==> src/rtl/im2col_pkg.sv <==
`timescale 1ns/1ps
package im2col_pkg;
  localparam int unsigned NUM_LVL = 5;
  // loop levels, innermost first
  localparam int unsigned LVL_KW = 0;
  localparam int unsigned LVL_KH = 1;
  localparam int unsigned LVL_CH = 2;
  localparam int unsigned LVL_OW = 3;
  localparam int unsigned LVL_OH = 4;

  typedef enum logic [1:0] {
    ST_IDLE = 2'd0,
    ST_RUN  = 2'd1,
    ST_DONE = 2'd2
  } gen_state_e;
endpackage

==> src/rtl/im2col_loop_nest.sv <==
`timescale 1ns/1ps
module im2col_loop_nest
  import im2col_pkg::*;
#(
  parameter int unsigned CNT_W = 8
) (
  input  logic                              clk_i,
  input  logic                              rst_ni,
  input  logic                              clear_i,
  input  logic                              step_i,
  input  logic [NUM_LVL-1:0][CNT_W-1:0]     lim_i,
  output logic [NUM_LVL-1:0]                adv_o,
  output logic                              row_end_o,
  output logic                              all_end_o
);
  logic [CNT_W-1:0]   cnt_q [NUM_LVL];
  logic [NUM_LVL-1:0] at_last;
  logic [NUM_LVL:0]   chain;

  assign chain[0] = 1'b1;

  for (genvar i = 0; i < NUM_LVL; i++) begin : g_lvl
    assign at_last[i]   = (cnt_q[i] == lim_i[i]);
    assign chain[i+1]   = chain[i] & at_last[i];
    // exactly the lowest non-final level advances; all below it wrap
    assign adv_o[i]     = step_i & chain[i] & ~at_last[i];

    always_ff @(posedge clk_i or negedge rst_ni) begin
      if (!rst_ni)                  cnt_q[i] <= '0;
      else if (clear_i)             cnt_q[i] <= '0;
      else if (step_i && chain[i])  cnt_q[i] <= at_last[i] ? '0 : cnt_q[i] + CNT_W'(1);
    end

    AST_CNT_RANGE: assert property (@(posedge clk_i) disable iff (!rst_ni)
      cnt_q[i] <= lim_i[i]);
  end

  assign row_end_o = chain[LVL_OW];
  assign all_end_o = chain[NUM_LVL];

  AST_ADV_ONEHOT: assert property (@(posedge clk_i) disable iff (!rst_ni)
    $onehot0(adv_o));
endmodule

==> src/rtl/im2col_coord.sv <==
`timescale 1ns/1ps
module im2col_coord
  import im2col_pkg::*;
#(
  parameter int unsigned DIM_W = 8,
  parameter int unsigned STR_W = 4
) (
  input  logic               clk_i,
  input  logic               rst_ni,
  input  logic               load_i,
  input  logic [STR_W-1:0]   stride_i,
  input  logic [STR_W-1:0]   pad_amt_i,
  input  logic [DIM_W-1:0]   ih_i,
  input  logic [DIM_W-1:0]   iw_i,
  input  logic [NUM_LVL-1:0] adv_i,
  output logic               outside_o
);
  localparam int unsigned CW = DIM_W + STR_W + 2;

  logic signed [CW-1:0] h0_q, w0_q, h_q, w_q;
  logic signed [CW-1:0] pad_s, str_s, ih_s, iw_s;
  logic signed [CW-1:0] w0_nxt, h0_nxt;

  assign pad_s  = signed'(CW'(pad_amt_i));
  assign str_s  = signed'(CW'(stride_i));
  assign ih_s   = signed'(CW'(ih_i));
  assign iw_s   = signed'(CW'(iw_i));
  assign w0_nxt = w0_q + str_s;
  assign h0_nxt = h0_q + str_s;

  always_ff @(posedge clk_i or negedge rst_ni) begin
    if (!rst_ni) begin
      h0_q <= '0;
      w0_q <= '0;
      h_q  <= '0;
      w_q  <= '0;
    end else if (load_i) begin
      h0_q <= -pad_s;
      w0_q <= -pad_s;
      h_q  <= -pad_s;
      w_q  <= -pad_s;
    end else if (adv_i[LVL_KW]) begin
      w_q  <= w_q + CW'(1);
    end else if (adv_i[LVL_KH]) begin
      h_q  <= h_q + CW'(1);
      w_q  <= w0_q;
    end else if (adv_i[LVL_CH]) begin
      h_q  <= h0_q;
      w_q  <= w0_q;
    end else if (adv_i[LVL_OW]) begin
      w0_q <= w0_nxt;
      w_q  <= w0_nxt;
      h_q  <= h0_q;
    end else if (adv_i[LVL_OH]) begin
      h0_q <= h0_nxt;
      h_q  <= h0_nxt;
      w0_q <= -pad_s;
      w_q  <= -pad_s;
    end
  end

  assign outside_o = (h_q < 0) || (h_q >= ih_s) || (w_q < 0) || (w_q >= iw_s);
endmodule

==> src/rtl/im2col_addr_acc.sv <==
`timescale 1ns/1ps
module im2col_addr_acc
  import im2col_pkg::*;
#(
  parameter int unsigned SAW = 22
) (
  input  logic               clk_i,
  input  logic               rst_ni,
  input  logic               load_i,
  input  logic [SAW-1:0]     base_i,
  input  logic [SAW-1:0]     ch_step_i,
  input  logic [SAW-1:0]     row_step_i,
  input  logic [SAW-1:0]     win_step_i,
  input  logic [SAW-1:0]     out_step_i,
  input  logic [NUM_LVL-1:0] adv_i,
  output logic [SAW-1:0]     addr_o
);
  // modulo-2^SAW arithmetic; bases of padded windows go negative
  logic [SAW-1:0] row_q, win_q, chan_q, khb_q, addr_q;
  logic [SAW-1:0] khb_nxt, chan_nxt, win_nxt, row_nxt;

  assign khb_nxt  = khb_q + row_step_i;
  assign chan_nxt = chan_q + SAW'(1);
  assign win_nxt  = win_q + win_step_i;
  assign row_nxt  = row_q + out_step_i;

  always_ff @(posedge clk_i or negedge rst_ni) begin
    if (!rst_ni) begin
      row_q  <= '0;
      win_q  <= '0;
      chan_q <= '0;
      khb_q  <= '0;
      addr_q <= '0;
    end else if (load_i) begin
      row_q  <= base_i;
      win_q  <= base_i;
      chan_q <= base_i;
      khb_q  <= base_i;
      addr_q <= base_i;
    end else if (adv_i[LVL_KW]) begin
      addr_q <= addr_q + ch_step_i;
    end else if (adv_i[LVL_KH]) begin
      khb_q  <= khb_nxt;
      addr_q <= khb_nxt;
    end else if (adv_i[LVL_CH]) begin
      chan_q <= chan_nxt;
      khb_q  <= chan_nxt;
      addr_q <= chan_nxt;
    end else if (adv_i[LVL_OW]) begin
      win_q  <= win_nxt;
      chan_q <= win_nxt;
      khb_q  <= win_nxt;
      addr_q <= win_nxt;
    end else if (adv_i[LVL_OH]) begin
      row_q  <= row_nxt;
      win_q  <= row_nxt;
      chan_q <= row_nxt;
      khb_q  <= row_nxt;
      addr_q <= row_nxt;
    end
  end

  assign addr_o = addr_q;
endmodule

==> src/rtl/im2col_addr_gen.sv <==
`timescale 1ns/1ps
module im2col_addr_gen
  import im2col_pkg::*;
#(
  parameter  int unsigned DIM_W  = 8,
  parameter  int unsigned STR_W  = 4,
  parameter  int unsigned ADDR_W = 20,
  localparam int unsigned ROW_W  = 2 * DIM_W,
  localparam int unsigned COL_W  = 3 * DIM_W
) (
  input  logic              clk_i,
  input  logic              rst_ni,
  input  logic              start_i,
  input  logic [DIM_W-1:0]  in_h_i,
  input  logic [DIM_W-1:0]  in_w_i,
  input  logic [DIM_W-1:0]  in_ch_i,
  input  logic [DIM_W-1:0]  k_h_i,
  input  logic [DIM_W-1:0]  k_w_i,
  input  logic [DIM_W-1:0]  out_h_i,
  input  logic [DIM_W-1:0]  out_w_i,
  input  logic [STR_W-1:0]  stride_i,
  input  logic [STR_W-1:0]  pad_i,
  input  logic              ready_i,
  output logic              valid_o,
  output logic [ADDR_W-1:0] addr_o,
  output logic [ROW_W-1:0]  row_o,
  output logic [COL_W-1:0]  col_o,
  output logic              pad_o,
  output logic              row_last_o,
  output logic              mat_last_o,
  output logic              done_o,
  output logic              busy_o
);
  localparam int unsigned SAW = ADDR_W + 2;

  gen_state_e state_q;

  logic [DIM_W-1:0] ih_q, iw_q, ic_q, kh_q, kw_q, oh_q, ow_q;
  logic [STR_W-1:0] stride_q, pad_q;
  logic [SAW-1:0]   row_step_q, win_step_q, out_step_q;
  logic [COL_W-1:0] col_last_q;
  logic [ROW_W-1:0] row_q;
  logic [COL_W-1:0] col_q;

  logic             load, fire, row_end, all_end;
  logic [NUM_LVL-1:0]            adv;
  logic [NUM_LVL-1:0][DIM_W-1:0] lim;
  logic [SAW-1:0]   row_step_d, win_step_d, out_step_d, base_d, addr_s;
  logic [COL_W-1:0] col_last_d;

  // one-time products at configuration capture
  assign row_step_d = SAW'(in_w_i) * SAW'(in_ch_i);
  assign win_step_d = SAW'(stride_i) * SAW'(in_ch_i);
  assign out_step_d = SAW'(stride_i) * row_step_d;
  assign base_d     = SAW'(0) - SAW'(pad_i) * (row_step_d + SAW'(in_ch_i));
  assign col_last_d = COL_W'(k_h_i) * COL_W'(k_w_i) * COL_W'(in_ch_i) - COL_W'(1);

  assign load = (state_q == ST_IDLE) && start_i;
  assign fire = valid_o && ready_i;

  always_ff @(posedge clk_i or negedge rst_ni) begin
    if (!rst_ni) begin
      state_q <= ST_IDLE;
    end else begin
      unique case (state_q)
        ST_IDLE: if (start_i)          state_q <= ST_RUN;
        ST_RUN:  if (fire && all_end)  state_q <= ST_DONE;
        default:                       state_q <= ST_IDLE;
      endcase
    end
  end

  always_ff @(posedge clk_i or negedge rst_ni) begin
    if (!rst_ni) begin
      ih_q       <= '0;
      iw_q       <= '0;
      ic_q       <= '0;
      kh_q       <= '0;
      kw_q       <= '0;
      oh_q       <= '0;
      ow_q       <= '0;
      stride_q   <= '0;
      pad_q      <= '0;
      row_step_q <= '0;
      win_step_q <= '0;
      out_step_q <= '0;
      col_last_q <= '0;
    end else if (load) begin
      ih_q       <= in_h_i;
      iw_q       <= in_w_i;
      ic_q       <= in_ch_i;
      kh_q       <= k_h_i;
      kw_q       <= k_w_i;
      oh_q       <= out_h_i;
      ow_q       <= out_w_i;
      stride_q   <= stride_i;
      pad_q      <= pad_i;
      row_step_q <= row_step_d;
      win_step_q <= win_step_d;
      out_step_q <= out_step_d;
      col_last_q <= col_last_d;
    end
  end

  // lowered-matrix tags
  always_ff @(posedge clk_i or negedge rst_ni) begin
    if (!rst_ni) begin
      row_q <= '0;
      col_q <= '0;
    end else if (load) begin
      row_q <= '0;
      col_q <= '0;
    end else if (fire) begin
      col_q <= row_end ? '0 : col_q + COL_W'(1);
      if (row_end) row_q <= row_q + ROW_W'(1);
    end
  end

  assign lim[LVL_KW] = kw_q - DIM_W'(1);
  assign lim[LVL_KH] = kh_q - DIM_W'(1);
  assign lim[LVL_CH] = ic_q - DIM_W'(1);
  assign lim[LVL_OW] = ow_q - DIM_W'(1);
  assign lim[LVL_OH] = oh_q - DIM_W'(1);

  im2col_loop_nest #(.CNT_W(DIM_W)) u_nest (
    .clk_i     (clk_i),
    .rst_ni    (rst_ni),
    .clear_i   (load),
    .step_i    (fire),
    .lim_i     (lim),
    .adv_o     (adv),
    .row_end_o (row_end),
    .all_end_o (all_end)
  );

  im2col_coord #(.DIM_W(DIM_W), .STR_W(STR_W)) u_coord (
    .clk_i     (clk_i),
    .rst_ni    (rst_ni),
    .load_i    (load),
    .stride_i  (load ? stride_i : stride_q),
    .pad_amt_i (load ? pad_i : pad_q),
    .ih_i      (ih_q),
    .iw_i      (iw_q),
    .adv_i     (adv),
    .outside_o (pad_o)
  );

  im2col_addr_acc #(.SAW(SAW)) u_acc (
    .clk_i      (clk_i),
    .rst_ni     (rst_ni),
    .load_i     (load),
    .base_i     (base_d),
    .ch_step_i  (SAW'(ic_q)),
    .row_step_i (row_step_q),
    .win_step_i (win_step_q),
    .out_step_i (out_step_q),
    .adv_i      (adv),
    .addr_o     (addr_s)
  );

  assign valid_o    = (state_q == ST_RUN);
  assign done_o     = (state_q == ST_DONE);
  assign busy_o     = (state_q != ST_IDLE);
  assign row_last_o = valid_o && row_end;
  assign mat_last_o = valid_o && all_end;
  assign addr_o     = addr_s[ADDR_W-1:0];
  assign row_o      = row_q;
  assign col_o      = col_q;

  AST_FIRST_TUPLE: assert property (@(posedge clk_i) disable iff (!rst_ni)
    start_i && !busy_o |=> valid_o && row_o == '0 && col_o == '0);
  AST_START_IGNORED: assert property (@(posedge clk_i) disable iff (!rst_ni)
    valid_o && start_i && !(ready_i && mat_last_o) |=> valid_o);
  AST_HOLD_STALL: assert property (@(posedge clk_i) disable iff (!rst_ni)
    valid_o && !ready_i |=> valid_o && $stable(addr_o) && $stable(row_o) && $stable(col_o)
      && $stable(pad_o) && $stable(row_last_o) && $stable(mat_last_o));
  AST_ADDR_NONNEG: assert property (@(posedge clk_i) disable iff (!rst_ni)
    valid_o && !pad_o |-> !addr_s[SAW-1]);
  AST_ROWLAST_COL: assert property (@(posedge clk_i) disable iff (!rst_ni)
    row_last_o |-> col_o == col_last_q);
  AST_MATLAST_ROW: assert property (@(posedge clk_i) disable iff (!rst_ni)
    mat_last_o |-> row_last_o);
  AST_DONE_AFTER_LAST: assert property (@(posedge clk_i) disable iff (!rst_ni)
    valid_o && ready_i && mat_last_o |=> done_o && !valid_o);
  AST_DONE_ONE: assert property (@(posedge clk_i) disable iff (!rst_ni)
    done_o |=> !done_o && !busy_o);
endmodule

==> config.mk <==
export PLATFORM = sky130hd
export DESIGN_NAME = im2col_addr_gen
export DESIGN_NICKNAME = d
export VERILOG_FILES = /design/src/rtl/im2col_pkg.sv /design/src/rtl/im2col_loop_nest.sv /design/src/rtl/im2col_coord.sv /design/src/rtl/im2col_addr_acc.sv /design/src/rtl/im2col_addr_gen.sv
export SDC_FILE = /design/constraint.sdc
export NUM_CORES = 2
export LEC_CHECK = 0
export BUFFER_PORTS_ARGS = -buffer_cell sky130_fd_sc_hd__buf_2
export CORE_MARGIN = 1
export CORE_UTILIZATION = 45
export DETAILED_ROUTE_END_ITERATION = 10
export SLEW_MARGIN = 20
export SYNTH_ARGS = -nofsm -noshare
export SYNTH_HDL_FRONTEND = slang
export SYNTH_HIERARCHICAL = 1
export SYNTH_SLANG_ARGS = --single-unit
==> constraint.sdc <==
create_clock -name clk_i -period 8.18 [get_ports clk_i]
set_clock_uncertainty 0.15 [all_clocks]
set_input_delay 1.636 -clock clk_i [delete_from_list [all_inputs] [get_ports clk_i]]
set_output_delay 1.636 -clock clk_i [all_outputs]
set_load 0.005 [all_outputs]
* Word-level counts from Yosys, hierarchy flattened
Cells that the tools add are included.
** Storage, ports and cells
- Flip-flop bits (word level) :: 362
- Latch bits :: 0
- Memory bits (writable) :: 0
- ROM bits :: 0
- Bits of input ports :: 68
- Logic and storage cells :: 190
- Memories kept :: 0
** Operators by class
- Add/subtract/negate cells :: 24
- $mul :: 4
- Divide/modulo/power cells :: 0
- $lt $le $gt $ge :: 4
- Equal/unequal tests :: 13
- Shift operators :: 0
- Multiplexer cells :: 67
- Bitwise gates (word level) :: 18
- Reduce and logical (&&, ||, !) cells :: 31
** Operators with widths (number)
- two-way mux 22 bit :: 20
- two-way mux 14 bit :: 21
- two-way mux 8 bit :: 15
- two-way mux 24 bit :: 3
- two-way mux 16 bit :: 3
- adder 8 x 1 -> 8 bit (second input constant) :: 5
- equality test 8 bit :: 5
- subtractor 8 x 1 -> 8 bit (second input constant) :: 5
- adder 14 x 2 -> 14 bit (second input constant) :: 2
- adder 14 x 5 -> 14 bit :: 2
- >= comparator 14 x 9 -> 1 bit :: 2
- < comparator 14 x 1 -> 1 bit (second input constant) :: 2
- adder 24 x 1 -> 24 bit (second input constant) :: 1
- adder 22 x 1 -> 22 bit (second input constant) :: 1
- adder 22 x 12 -> 22 bit :: 1
- adder 22 x 16 -> 22 bit :: 1
- adder 22 bit :: 1
- adder 22 x 8 -> 22 bit :: 1
- subtractor 1 x 21 -> 22 bit (first input constant) :: 1
- multiplier 4 x 17 -> 21 bit :: 1
- multiplier 4 x 16 -> 20 bit :: 1
- adder 16 x 8 -> 17 bit :: 1
- adder 16 x 1 -> 16 bit (second input constant) :: 1
- multiplier 8 x 8 -> 16 bit :: 1
- other kinds (23) :: 64

* Logic depth before layout (Yosys ltp)
- Word-level depth :: 13
- Mapped depth :: 37

* Cells and area by module
The synthesis kept the hierarchy.
** Modules (own cells, without submodules)
- im2col_addr_gen :: times used 1, cells an instance 1707, area each 14538.9 sq um
- im2col_addr_acc :: times used 1, cells an instance 1324, area each 10542.6 sq um
- im2col_coord :: times used 1, cells an instance 598, area each 4810.9 sq um
- im2col_loop_nest :: times used 1, cells an instance 292, area each 2592.5 sq um

* Worst setup path after synthesis
Ideal clock, no wire load.
- Path type :: input-to-reg
- Start :: input in_ch_i[7]
- End :: register u_acc.addr_q[20] (netlist: u_acc/addr_o[20])
- Setup time :: 0.132 ns
- Data arrival time :: 9.527 ns
- Data required time :: 7.898 ns
- Path slack :: -1.628 ns
- Stages :: 31
- Path buffers :: 1
- Path through :: clkbuf_1 -> nand2_1 -> fa_1 -> fa_1 -> inv_1 -> fa_1 -> inv_1 -> fa_1 -> inv_1 -> ha_1 -> xnor2_1 -> ha_1 -> o21a_1 -> nor2_1 -> a21o_1 -> xnor2_1 -> nand2_1 -> fa_1 -> fa_1 -> ha_1 -> ha_1 -> a21o_1 -> a21oi_1 -> a2bb2oi_1 -> o31ai_1 -> o22a_1 -> a211oi_1 -> xnor2_1 -> and2_1 -> a221o_1 -> or3b_1
** Between the ends
- Longest elaborated chain between the ends :: 5
** RTL lines
- start, declared :: line im2col_addr_gen.sv:16 : input logic [DIM_W-1:0] in_ch_i,
- multiplier 8 x 8 -> 16 bit :: line im2col_addr_gen.sv:52 : assign row_step_d = SAW'(in_w_i) * SAW'(in_ch_i);
- via row_step_d[7] :: line im2col_addr_gen.sv:48 : logic [SAW-1:0] row_step_d, win_step_d, out_step_d, base_d, addr_s;
- adder 16 x 8 -> 17 bit :: line im2col_addr_gen.sv:55 : assign base_d = SAW'(0) - SAW'(pad_i) * (row_step_d + SAW'(in_ch_i));
- multiplier 4 x 17 -> 21 bit :: line im2col_addr_gen.sv:55
- subtractor 1 x 21 -> 22 bit :: line im2col_addr_gen.sv:55
- via base_d[20] :: line im2col_addr_gen.sv:48
- two-way mux 22 bit :: line im2col_addr_acc.sv:34 : end else if (load_i) begin
- end signal, assigned :: line im2col_addr_acc.sv:39 : addr_q <= base_i;
- end signal, assigned :: line im2col_addr_acc.sv:41 : addr_q <= addr_q + ch_step_i;
- end signal, assigned :: line im2col_addr_acc.sv:44 : addr_q <= khb_nxt;
- end, declared :: line im2col_addr_acc.sv:19 : logic [SAW-1:0] row_q, win_q, chan_q, khb_q, addr_q;
The timed path passes the listed nets, and every way through them passes these cells.
A chain may end at the register's enable or synchronous reset.

* Worst setup path in the final report
- Start :: input in_w_i[3]
- End :: register u_acc.addr_q[19] (netlist: u_acc/addr_o[19])
** Between the ends
- Longest elaborated chain between the ends :: 5
** RTL lines
- start, declared :: line im2col_addr_gen.sv:15 : input logic [DIM_W-1:0] in_w_i,
- multiplier 8 x 8 -> 16 bit :: line im2col_addr_gen.sv:52
- adder 16 x 8 -> 17 bit :: line im2col_addr_gen.sv:55
- multiplier 4 x 17 -> 21 bit :: line im2col_addr_gen.sv:55
- subtractor 1 x 21 -> 22 bit :: line im2col_addr_gen.sv:55
- via base_d[19] :: line im2col_addr_gen.sv:48
- two-way mux 22 bit :: line im2col_addr_acc.sv:34
The timed path passes the listed nets, and every way through them passes these cells.

==> impl_metrics.yaml <==
grt:
  grt_pass1_vias: 27330
  grt_use_total_pct: 27.02
  gr-total-overflow: 0
  antenna_found_initial: 4
  grt_max_degree: 129
  grt_pass1_wl_mm: 151.5
floorplan:
  io_pins: 134
  die_area_sq_um: 70670
  die_h_microns: 265.8
  core_sq_um: 68710
  rows: 96
  die_w_microns: 265.8
  initial_core_util_pct: 45.59
clock_network:
  cts_buffers: 44
  root_buffer: "clkbuf_16"
  holdBufCountCts: 0
  htreeDepth: 2
  cts_tree: "yes"
  cts_sinks: 350
  clk_pin_slew_ns: 0.06
  cts_max_path_buffers: 3
  clock_latency_ns: 0.59
finish:
  drive_gt1_share_pct: 17.90
  finish.instance_area_sq_um: 37660
  fin_nets: 4527
  stdcell_count: 5067
  n_fill_cell: 6517
  area_growth_pct: 20.24
timing:
  final-hold-violation-count: 0
  rsz0062_at_grt: "yes"
  setup_ws_ns: -0.3992
  setup_viol: 39
  fin_crit_ns: 8.579
  worst_slew_pin_slew_ns: 1.076
  drv_slew: 0
  fin_crit_sh_pct: 104.9
  max_freq_ghz: 0.1166
  slew_headroom_pct: 28.10
flow_run:
  maxCapViolCount: 0
route:
  route.detailed.drc: 0
  routed_via_density: 5.629
  vias: 28520
  first_pass_iters: 6
  wl_per_cell_microns: 19.02
  drt-initial-drc-count: 2352
  wirelength_mm: 96.38
  final_antenna_net_count: 0
placed_design:
  gp_congestion: 0.9224
  dp_hpwl_mm: 72.92
  dp.cells: 4947
  dpl_cell_area_sq_um: 35090
  port-buffer-count: 133
critical_path:
  crit_path_start_kind: "input port"
  cp_common_cell: "fa_1"
  timing.rr.end: "u_acc/khb_q[17]"
  cp.required_ns: 8.52
  crit_arrival_ns: 8.92
  cp_slowest_cell: "fa_1"
  worst_path_largest_cell_delay_ns: 0.56
  r2r_slack_ns: 2.79
  path_max_fanout: 7
  endpoint_kind: "register"
  startpoint: "in_w_i[3]"
  ff2ff_path_depth: 14
  crit_end: "u_acc/addr_o[19]"
  r2r_start: "ic_q[4]"
  critical_path_class: "input port to register"
run_status:
  violations: "setup timing"
  status: "finished, violations left"
synth:
  yosysWarnings: 6
  syn_area_sq_um: 31320
  avgSynthCellArea_sq_um: 8.295
  synthCells: 3776
hold_path:
  hold_path.class: "register to register"
[through the flow]
stage	utilization (%)	TNS (ns)	setup WS, ns	hold WS (ns)
2_1_floorplan	-	-10.13	-0.6467	0.2928
3_3_place_gp	51.07	-45.95	-0.9815	0.3088
3_5_place_dp	51.07	-50.26	-1.084	0.3138
4_1_cts	53.92	-6.020	-0.3719	0.3292
5_1_grt	54.81	-21.62	-0.7009	0.3416
6_report	54.82	-7.924	-0.3992	0.3212
[flip-flops by register name (all words and copies together) (netlist names), 12 cells and up]
signal	cells
u_coord/h_q	14
u_acc/win_q	20
u_nest/cnt_q	40
u_acc/khb_q	20
u_coord/w0_q	14
u_coord/w_q	14
u_coord/h0_q	14
u_acc/row_q	20
u_acc/addr_o	20
u_acc/chan_q	20
col_o	24
win_step_q	12
row_step_q	16
row_o	16
out_step_q	20
[how the worst min path moves through the flow]
stage / from / end / depth (start not counted)
after floorplan: u_acc/win_q[6] / u_acc/win_q[6] / 2
after global placement: ih_q[3] / ih_q[3] / 2
after detailed placement: ih_q[3] / ih_q[3] / 2
after CTS: ih_q[3] / ih_q[3] / 2
after global routing: ih_q[3] / ih_q[3] / 2
final: ih_q[3] / ih_q[3] / 2
[placed cells by master, fill, tap and decap left out, types with 45 or more instances in the layout]
| cell | instances |
|---|---|
| dfrtp_1 | 350 |
| xor2_1 | 119 |
| and3_1 | 45 |
| a21o_1 | 67 |
| xnor2_1 | 119 |
| a21oi_1 | 190 |
| nor3_1 | 58 |
| buf_2 | 119 |
| o21ai_0 | 231 |
| nor2_1 | 278 |
| inv_1 | 207 |
| buf_4 | 264 |
| nand3_1 | 84 |
| ha_1 | 216 |
| and2_1 | 117 |
| nand2_1 | 588 |
| fa_1 | 109 |
[worst max-delay path: cells and delay by family]
kind	cells	cell delay (ns)
fa+ha+maj	9	3.81
compound gates	10	1.95
simple gates	4	1.12
buf+inv	4	0.24
xor+xnor	1	0.15
[per-layer routing]
layer	GRT usage, %	vias to the layer above	share of wire, %
met5	0	-	0.031
met4	8.450	4	3.2
met3	3.965	143	5.8
met2	43.43	747	46
met1	37.37	13760	45
li1	-	13860	-
[cell type report]
class / count / area, sq um / area share [%]
Antenna cell: 3 / 7.507 / 0.01993
Clock buffer: 59 / 1227 / 3.259
Clock inverter: 21 / 310.3 / 0.8239
Inverter: 220 / 833.3 / 2.213
Multi-Input combinational cell: 3075 / 22460 / 59.64
Sequential cell: 350 / 8758 / 23.26
Tap cell: 931 / 1165 / 3.093
Timing Repair Buffer: 408 / 2898 / 7.694
[repair_timing]
item,CTS,global route
gates resized for setup,70,97
setup endpoints to repair,48,60
pin swaps,52,88
hold endpoints to repair,0,0
setup buffers,20,20
Power is left out: the tool's default activity adds up to more than one toggle a clock period on the data nets, which glitch-free logic cannot reach.
